### config.mk
export PLATFORM = sky130hd
export DESIGN_NAME = qr_downconv
export DESIGN_NICKNAME = d
export VERILOG_FILES = /design/src/rtl/qr_downconv.sv
export SDC_FILE = /design/constraint.sdc
export NUM_CORES = 2
export LEC_CHECK = 0
export BUFFER_PORTS_ARGS = -buffer_cell sky130_fd_sc_hd__buf_2
export CAP_MARGIN = 20
export CORE_ASPECT_RATIO = 0.7
export CORE_MARGIN = 2
export CORE_UTILIZATION = 23
export CTS_CLUSTER_DIAMETER = 120
export CTS_CLUSTER_SIZE = 24
export DETAILED_ROUTE_END_ITERATION = 10
export GPL_TIMING_DRIVEN = 0
export PLACE_DENSITY = 0.37
export SLEW_MARGIN = 20
export SYNTH_ARGS = -nofsm -noshare
export SYNTH_HDL_FRONTEND = slang
export SYNTH_SLANG_ARGS = --single-unit
### constraint.sdc
create_clock -name clk -period 10.14 [get_ports clk]
set_clock_uncertainty 0.15 [all_clocks]
set_input_delay 0 -clock clk [delete_from_list [all_inputs] [get_ports clk]]
set_output_delay 0 -clock clk [all_outputs]
set_load 0.01 [all_outputs]
### src/rtl/qr_downconv.sv
module qr_downconv #(
  parameter int DW        = 16,
  parameter int AW        = 8,
  parameter int CTRL_ADDR = 0,
  parameter int DIR_ADDR  = 1,
  parameter bit USE_CONV  = 1'b1
) (
  input  logic                 clk,
  input  logic                 rst,
  input  logic                 set_stb,
  input  logic [AW-1:0]        set_addr,
  input  logic [31:0]          set_data,
  input  logic                 in_valid,
  input  logic signed [DW-1:0] in_i,
  input  logic signed [DW-1:0] in_q,
  output logic                 out_valid,
  output logic signed [DW-1:0] out_i,
  output logic signed [DW-1:0] out_q
);
  localparam int MW     = DW + 1;
  localparam int AccW   = MW + 20;
  localparam int NT     = 11;
  localparam int EN_BIT = 4;

  logic                 en_r, dir_r;
  logic [1:0]           ph;
  logic signed [DW-1:0] y_i, y_q;

  logic                 v1, m1;
  logic signed [DW-1:0] b_i1, b_q1;

  generate
    if (USE_CONV) begin : g_conv
      localparam logic signed [AccW-1:0] C0   = 16384;
      localparam logic signed [AccW-1:0] C1   = 9644;
      localparam logic signed [AccW-1:0] C3   = -1720;
      localparam logic signed [AccW-1:0] C5   = 268;
      localparam logic signed [AccW-1:0] HALF = 16384;
      localparam logic signed [AccW-1:0] MAXV = (1 <<< (DW-1)) - 1;
      localparam logic signed [AccW-1:0] MINV = -(1 <<< (DW-1));

      logic signed [MW-1:0]   tap [2][NT];
      logic signed [MW-1:0]   mx [2];
      logic signed [MW-1:0]   xi, nx;
      logic signed [AccW-1:0] acc [2];
      logic signed [AccW-1:0] sh  [2];
      logic signed [DW-1:0]   y   [2];
      logic                   ctrl_wr, dir_wr, turn_on;
      logic                   unused_bits;

      assign unused_bits = ^{set_data[31:EN_BIT+1], set_data[EN_BIT-1:1]};
      assign ctrl_wr = set_stb && (set_addr == AW'(CTRL_ADDR));
      assign dir_wr  = set_stb && (set_addr == AW'(DIR_ADDR));
      assign turn_on = ctrl_wr && set_data[EN_BIT] && !en_r;

      assign xi = MW'(in_i);
      assign nx = -xi;

      always_comb begin
        mx[0] = '0;
        mx[1] = '0;
        unique case (ph)
          2'd0: mx[0] = xi;
          2'd1: mx[1] = dir_r ? xi : nx;
          2'd2: mx[0] = nx;
          default: mx[1] = dir_r ? nx : xi;
        endcase
      end

      always_comb begin
        for (int r = 0; r < 2; r++) begin
          acc[r] = C5 * (AccW'(tap[r][0]) + AccW'(tap[r][10]))
                 + C3 * (AccW'(tap[r][2]) + AccW'(tap[r][8]))
                 + C1 * (AccW'(tap[r][4]) + AccW'(tap[r][6]))
                 + C0 *  AccW'(tap[r][5]);
          sh[r] = (acc[r] + HALF) >>> 15;
          if (sh[r] > MAXV)      y[r] = MAXV[DW-1:0];
          else if (sh[r] < MINV) y[r] = MINV[DW-1:0];
          else                   y[r] = sh[r][DW-1:0];
        end
      end

      assign y_i = y[0];
      assign y_q = y[1];

      always_ff @(posedge clk) begin
        if (rst) begin
          en_r  <= 1'b0;
          dir_r <= 1'b0;
          ph    <= 2'd0;
          for (int r = 0; r < 2; r++)
            for (int k = 0; k < NT; k++) tap[r][k] <= '0;
        end else begin
          if (ctrl_wr) en_r  <= set_data[EN_BIT];
          if (dir_wr)  dir_r <= set_data[0];
          if (turn_on) begin
            ph <= 2'd0;
            for (int r = 0; r < 2; r++)
              for (int k = 0; k < NT; k++) tap[r][k] <= '0;
          end else if (in_valid && en_r) begin
            ph <= 2'(ph + 2'd1);
            for (int r = 0; r < 2; r++) begin
              tap[r][0] <= mx[r];
              for (int k = 1; k < NT; k++) tap[r][k] <= tap[r][k-1];
            end
          end
        end
      end
    end else begin : g_pass
      logic unused_set;
      assign unused_set = ^{set_stb, set_addr, set_data};
      assign en_r  = 1'b0;
      assign dir_r = 1'b0;
      assign ph    = 2'd0;
      assign y_i   = '0;
      assign y_q   = '0;
    end
  endgenerate

  always_ff @(posedge clk) begin
    if (rst) begin
      v1        <= 1'b0;
      m1        <= 1'b0;
      b_i1      <= '0;
      b_q1      <= '0;
      out_valid <= 1'b0;
      out_i     <= '0;
      out_q     <= '0;
    end else begin
      v1        <= in_valid;
      m1        <= en_r;
      out_valid <= v1;
      if (in_valid) begin
        b_i1 <= in_i;
        b_q1 <= in_q;
      end
      if (v1) begin
        out_i <= m1 ? y_i : b_i1;
        out_q <= m1 ? y_q : b_q1;
      end
    end
  end
endmodule

# Word-level counts from Yosys, hierarchy flattened
# Memories as Yosys holds them, arrays and structs flattened.
# Index checks and enable logic that the tools add are counted.
[totals] regBits=71 word_cells=157 out_inout_bits=33 memories=1 ram_bits=374 input_bits=76
[op_classes] magnitude_cmp=4 eq_ne=3 n_reduce_logical=10 bitwise=44 mul=6 n_mux=63 n_addsub=16
[mem_list] name="g_conv.tap" words=2 width=187 rd=2 rd_clocked_by_memory_dff=0 write_ports=2 line_no="42" text="logic signed [MW-1:0] tap [2][NT];"
[ops] operator="17-bit 2-to-1 mux" n=46
[ops] operator="17-bit by 17-bit adder with 18-bit output" n=6
[ops] operator="16-bit 2-to-1 mux" n=6
[ops] operator="35-bit by 16-bit adder with 36-bit output, second input constant" n=2
[ops] operator="34-bit by 31-bit adder with 35-bit output" n=2
[ops] operator="31-bit by 33-bit adder with 34-bit output" n=2
[ops] operator="17-bit one-hot mux with 2 select lines" n=2
[ops] operator="28-bit by 30-bit adder with 31-bit output" n=2
[ops] operator="13-bit by 18-bit multiplier with 31-bit output, first input constant" n=2
[ops] operator="9-bit by 18-bit multiplier with 27-bit output, first input constant" n=2
[ops] operator="8-bit by 18-bit multiplier with 26-bit output, first input constant" n=2
[ops] operator="1-bit bitwise OR" n=44
[ops] operator="21-bit by 16-bit greater-than comparator with 1-bit output, second input constant" n=2
[ops] operator="21-bit by 16-bit < comparator with 1-bit output, second input constant" n=2
[ops] operator="16-bit negator with 17-bit output" n=1
[ops] operator="1-bit 2-to-1 mux" n=9
[ops] operator="8-bit by 1-bit == test with 1-bit output, second input constant" n=1
[ops] operator="8-bit zero test" n=1
[ops] operator="1-bit logical AND" n=5
[ops] operator="2-bit OR reduction" n=2
[ops] operator="2-bit by 1-bit adder with 2-bit output, second input constant" n=1
[ops] operator="2-bit by 1-bit == test with 1-bit output, second input constant" n=1
[ops] operator="2-bit == test, second input constant" n=1
[ops] operator="2-bit zero test" n=1
[ops] operator="1-bit zero test" n=1

# Longest topological paths before layout
# An unclocked memory read counts as a cell.
[logic_depth] depth_word=11 ltp_mapped=51 ltp_nobuf=49

# Worst setup path after synthesis
# OpenSTA, ideal clock, no wires.
[synth_timing] path_type="register -> register" startpoint="memory g_conv.tap[0][68] in the netlist's numbering" endpoint="register out_i[6]" n_path_buf=2 required_ps=9917 setup_ps=73 arrival_time_ps=10628 synth_period_minus_slack_ps=10852 slack_ps=-712 path_stages_with_launch=49 cell_sequence="edfxtp_1 > ha_1 > inv_1 > fa_1 > nor2b_1 > o21a_1 > o21ai_0 > a21oi_1 > o21a_1 > o21a_1 > o21ai_0 > xor2_1 > inv_1 > ha_1 > inv_1 > fa_1 > inv_1 > fa_1 > [... 13 more ...] > fa_1 > fa_1 > ha_1 > ha_1 > nand2_1 > o21ai_0 > a21o_1 > a21oi_1 > o21ai_0 > and2_2 > o311a_1 > nor3_1 > xor2_1 > and2_2 > buf_6 > or2_1 > buf_6 > o211ai_2"
[synth_lines] element="start: declaration" line_no="42"
[synth_lines] element="end signal: assignment" line_no="138" text="out_i <= m1 ? y_i : b_i1;"
[synth_lines] element="end: declaration" line_no="17" text="output logic signed [DW-1:0] out_i,"

==> run metrics <==
period utilization=110%; post-DP HPWL=119000 um; most frequent cell after synthesis=ha_1; Layout Nets=approximately 5800; kind of end point of the critical path=flip-flop; Final min period=11110 ps; via density per instance=around 4.3; FFs w/ async S/R, synth=0%; overall die height=373 um; largest net degree at the start of global routing=52; Worst Hold Launch=in_q[9]; Max Clock Freq=roughly 90 MHz; Max stage delay on crit path=620 ps; CP top delay family=adder cells; CTS max path bufs=3; GR Util met3=0.970%; Final ANT Viol Nets=0; share of post-route cells with drive strength above 1=14.7%; Hold Path Sink=b_q1[9]$_SDFFE_PP0P_; reg2reg setup slack=-970 ps; hold path cells=4; CP required=10510 ps; Fillers=20470; crit path launch type=flip-flop; CTS Sinks=between 400 and 500; post-synthesis instance area=0.0448 mm2; most numerous cell on the critical path=fa_1; Worst EP arrival=11480 ps; Synthesized Nets=5551; top cells by area, synth=edfxtp_1 25%, ha_1 21%, fa_1 16%; unrepaired setup endpoints after global routing=yes; reg-to-reg endpoint=out_q[0]$_SDFFE_PP0P_; flop and latch count out of synthesis=445; FP Rows=135; setup ws final=-973 ps; number of global-route vias before repair=approximately 31000; Buf/Inv on CP=9; IO Count=109; Mapped Cells=roughly 4400; DRC errors left=0; Min-Delay Path Class=input port to flip-flop; die width=about 530 um; drt pass-1 iters=5; CTS tree=built; Final setup violation count=32; initial antenna violation count=26; Synth top area share=25.1%; TritonCTS Buffers=23; Final Util=27.9%; Hold Fails Final Rpt=0; Synth cell types=around 90; reg2reg path depth=between 40 and 50; Vias=31044; sequential share of the synthesized area=28.2%; Ys Warns=0; number of synthesized flops with an enable pin=between 300 and 400; detailed router's first-iteration violation count=1883; DRT Wirelength=142000 um; port bufs=73; DIE AREA=approximately 0.20 mm2; slowest library cell on the worst path=fa_1; starting density of the core=23.1%; Placer Congestion=0.818; final number of max-transition violations=0; reg-to-reg critical path startpoint=g_conv.tap[1][68]$_SDFFCE_PN0P_; area grow syn2layout=20.4%; failing checks=setup timing; worst slew pin tran=1140 ps; clk slew on worst S/H paths=110 ps; grt total ovfl=0; main flop type after synthesis=edfxtp_1; met2 usage=18.9%; # H-tree levels=1; Slew Limit Headroom=23.5%; Global Route met1 Usage=24.6%; Crit Path Class=flip-flop to flip-flop; most frequent cells after synthesis=759 x ha_1, 711 x inv_1, 374 x edfxtp_1; dominant cell type by area after synthesis=edfxtp_1; status=finished, violations left; GRT Util Overall=14.2%; Max Cap Viol=0; first-pass GRT wire length=212000 um; Clk Latency, worst-skew pair=620 ps; root buf cell=clkbuf_16; routed length per instance=19.5 um; syn avg cell area=10.3 um2; GRT busiest layer=met1; Critical Path Fanout Max=7; placeable core region=about 0.19 mm2
sequential cells by signal (all words and copies together), names as in the netlist:
register    flops
m1              1
out_q          16
out_valid       1
v1              1
g_conv.tap    374
dir_r           1
b_i1           16
out_i          16
en_r            1
b_q1           16
ph              2
worst max-delay path by stage:
stage | from | slack [ps] | cells past startpoint | to
after CTS | g_conv.tap[1][69]$_SDFFCE_PN0P_ | -1170 | 47 | out_q[0]$_SDFFE_PP0P_
after global placement | g_conv.tap[1][68]$_SDFFCE_PN0P_ | -3900 | 44 | out_q[11]$_SDFFE_PP0P_
after global routing | g_conv.tap[1][68]$_SDFFCE_PN0P_ | -1360 | 47 | out_q[9]$_SDFFE_PP0P_
after detailed placement | g_conv.tap[1][68]$_SDFFCE_PN0P_ | -3890 | 44 | out_q[11]$_SDFFE_PP0P_
after floorplan | g_conv.tap[0][102]$_SDFFCE_PN0P_ | -60 | 48 | out_i[6]$_SDFFE_PP0P_
final | g_conv.tap[1][68]$_SDFFCE_PN0P_ | -970 | 47 | out_q[0]$_SDFFE_PP0P_
tightest hold or removal path, stage by stage:
cell	delay, ps
dlygate4sd3_1	530
buf_2	110
mux2i_1	60
nor2_1	70
cell usage in the layout (no fill, tap or decap), drive strengths merged, types with 15 or more instances in the layout:
cell type	netlist	final
or2	17	17
ha	759	759
a211oi	15	15
inv	712	711
buf	14	227
nand2b	26	26
o211ai	15	15
nand2	165	165
mux2i	47	47
o21bai	23	23
xor2	103	103
o21ai	185	185
dfxtp	71	71
nor3	67	67
dlygate4sd3	0	57
and3	16	16
fa	350	350
a21oi	208	208
and2	341	341
or3	20	20
o21a	21	21
a21o	91	91
nand3	43	43
edfxtp	374	374
nor2b	48	48
xnor2	170	170
clkbuf	70	106
a21boi	30	30
nor2	207	207
through the flow:
stage	cells	TNS [ps]	setup WS [ps]	cell area (um2)	hold WS [ps]
5_1_grt	7278	-39580	-1360	53900	50.4
2_1_floorplan	4366	-429	-58.8	45100	-6.06
3_5_place_dp	7050	-96720	-3890	49000	92.6
4_1_cts	7231	-29930	-1170	52800	1.89
6_report	7285	-26320	-973	53900	32.0
3_3_place_gp	7042	-98980	-3900	48700	87.4
logic make-up (layout without fill, tap and decap cells):
logic type / after synthesis / in the layout / share of synthesized area [%]
compound gates: 694 / 694 / 9.89
xor+xnor: 273 / 273 / 5.34
fa+ha+maj: 1109 / 1109 / 36.8
buf+inv: 798 / 1107 / 6.78
flops: 445 / 445 / 28.2
mux: 51 / 51 / 1.15
other cells: 0 / 7 / 0
simple gates: 996 / 996 / 11.8
per-layer routing:
metal	vias up	share of wire, %
li1	15271	-
met1	15314	59
met2	384	37
met3	75	2.9
met4	0	0.97
met5	-	0
what timing repair did:
| item | CTS | global route |
|---|---|---|
| setup buffers | 86 | 49 |
| pin swaps | 161 | 129 |
| endpoints found under the hold margin | 67 | 0 |
| setup endpoints to repair | 32 | 32 |
| hold buffers | 57 | 0 |
| gates resized for setup | 359 | 154 |
| cloned | 2 | 0 |
layout make-up:
class	count	area, um2	area share, %
well taps	2603	3260	6.04
plain buffers	81	377	0.698
clock buffers	38	663	1.23
repair buffers	272	2340	4.33
flip-flops and latches	445	12700	23.5
multi-input cells	3123	31900	59.2
inverters	713	2700	5.00
diodes	7	17.5	0.0325
clock inverters	3	30.0	0.0557
Power is not shown: default switching activity piles up to over one toggle a cycle in this logic, so the estimate is an artifact.
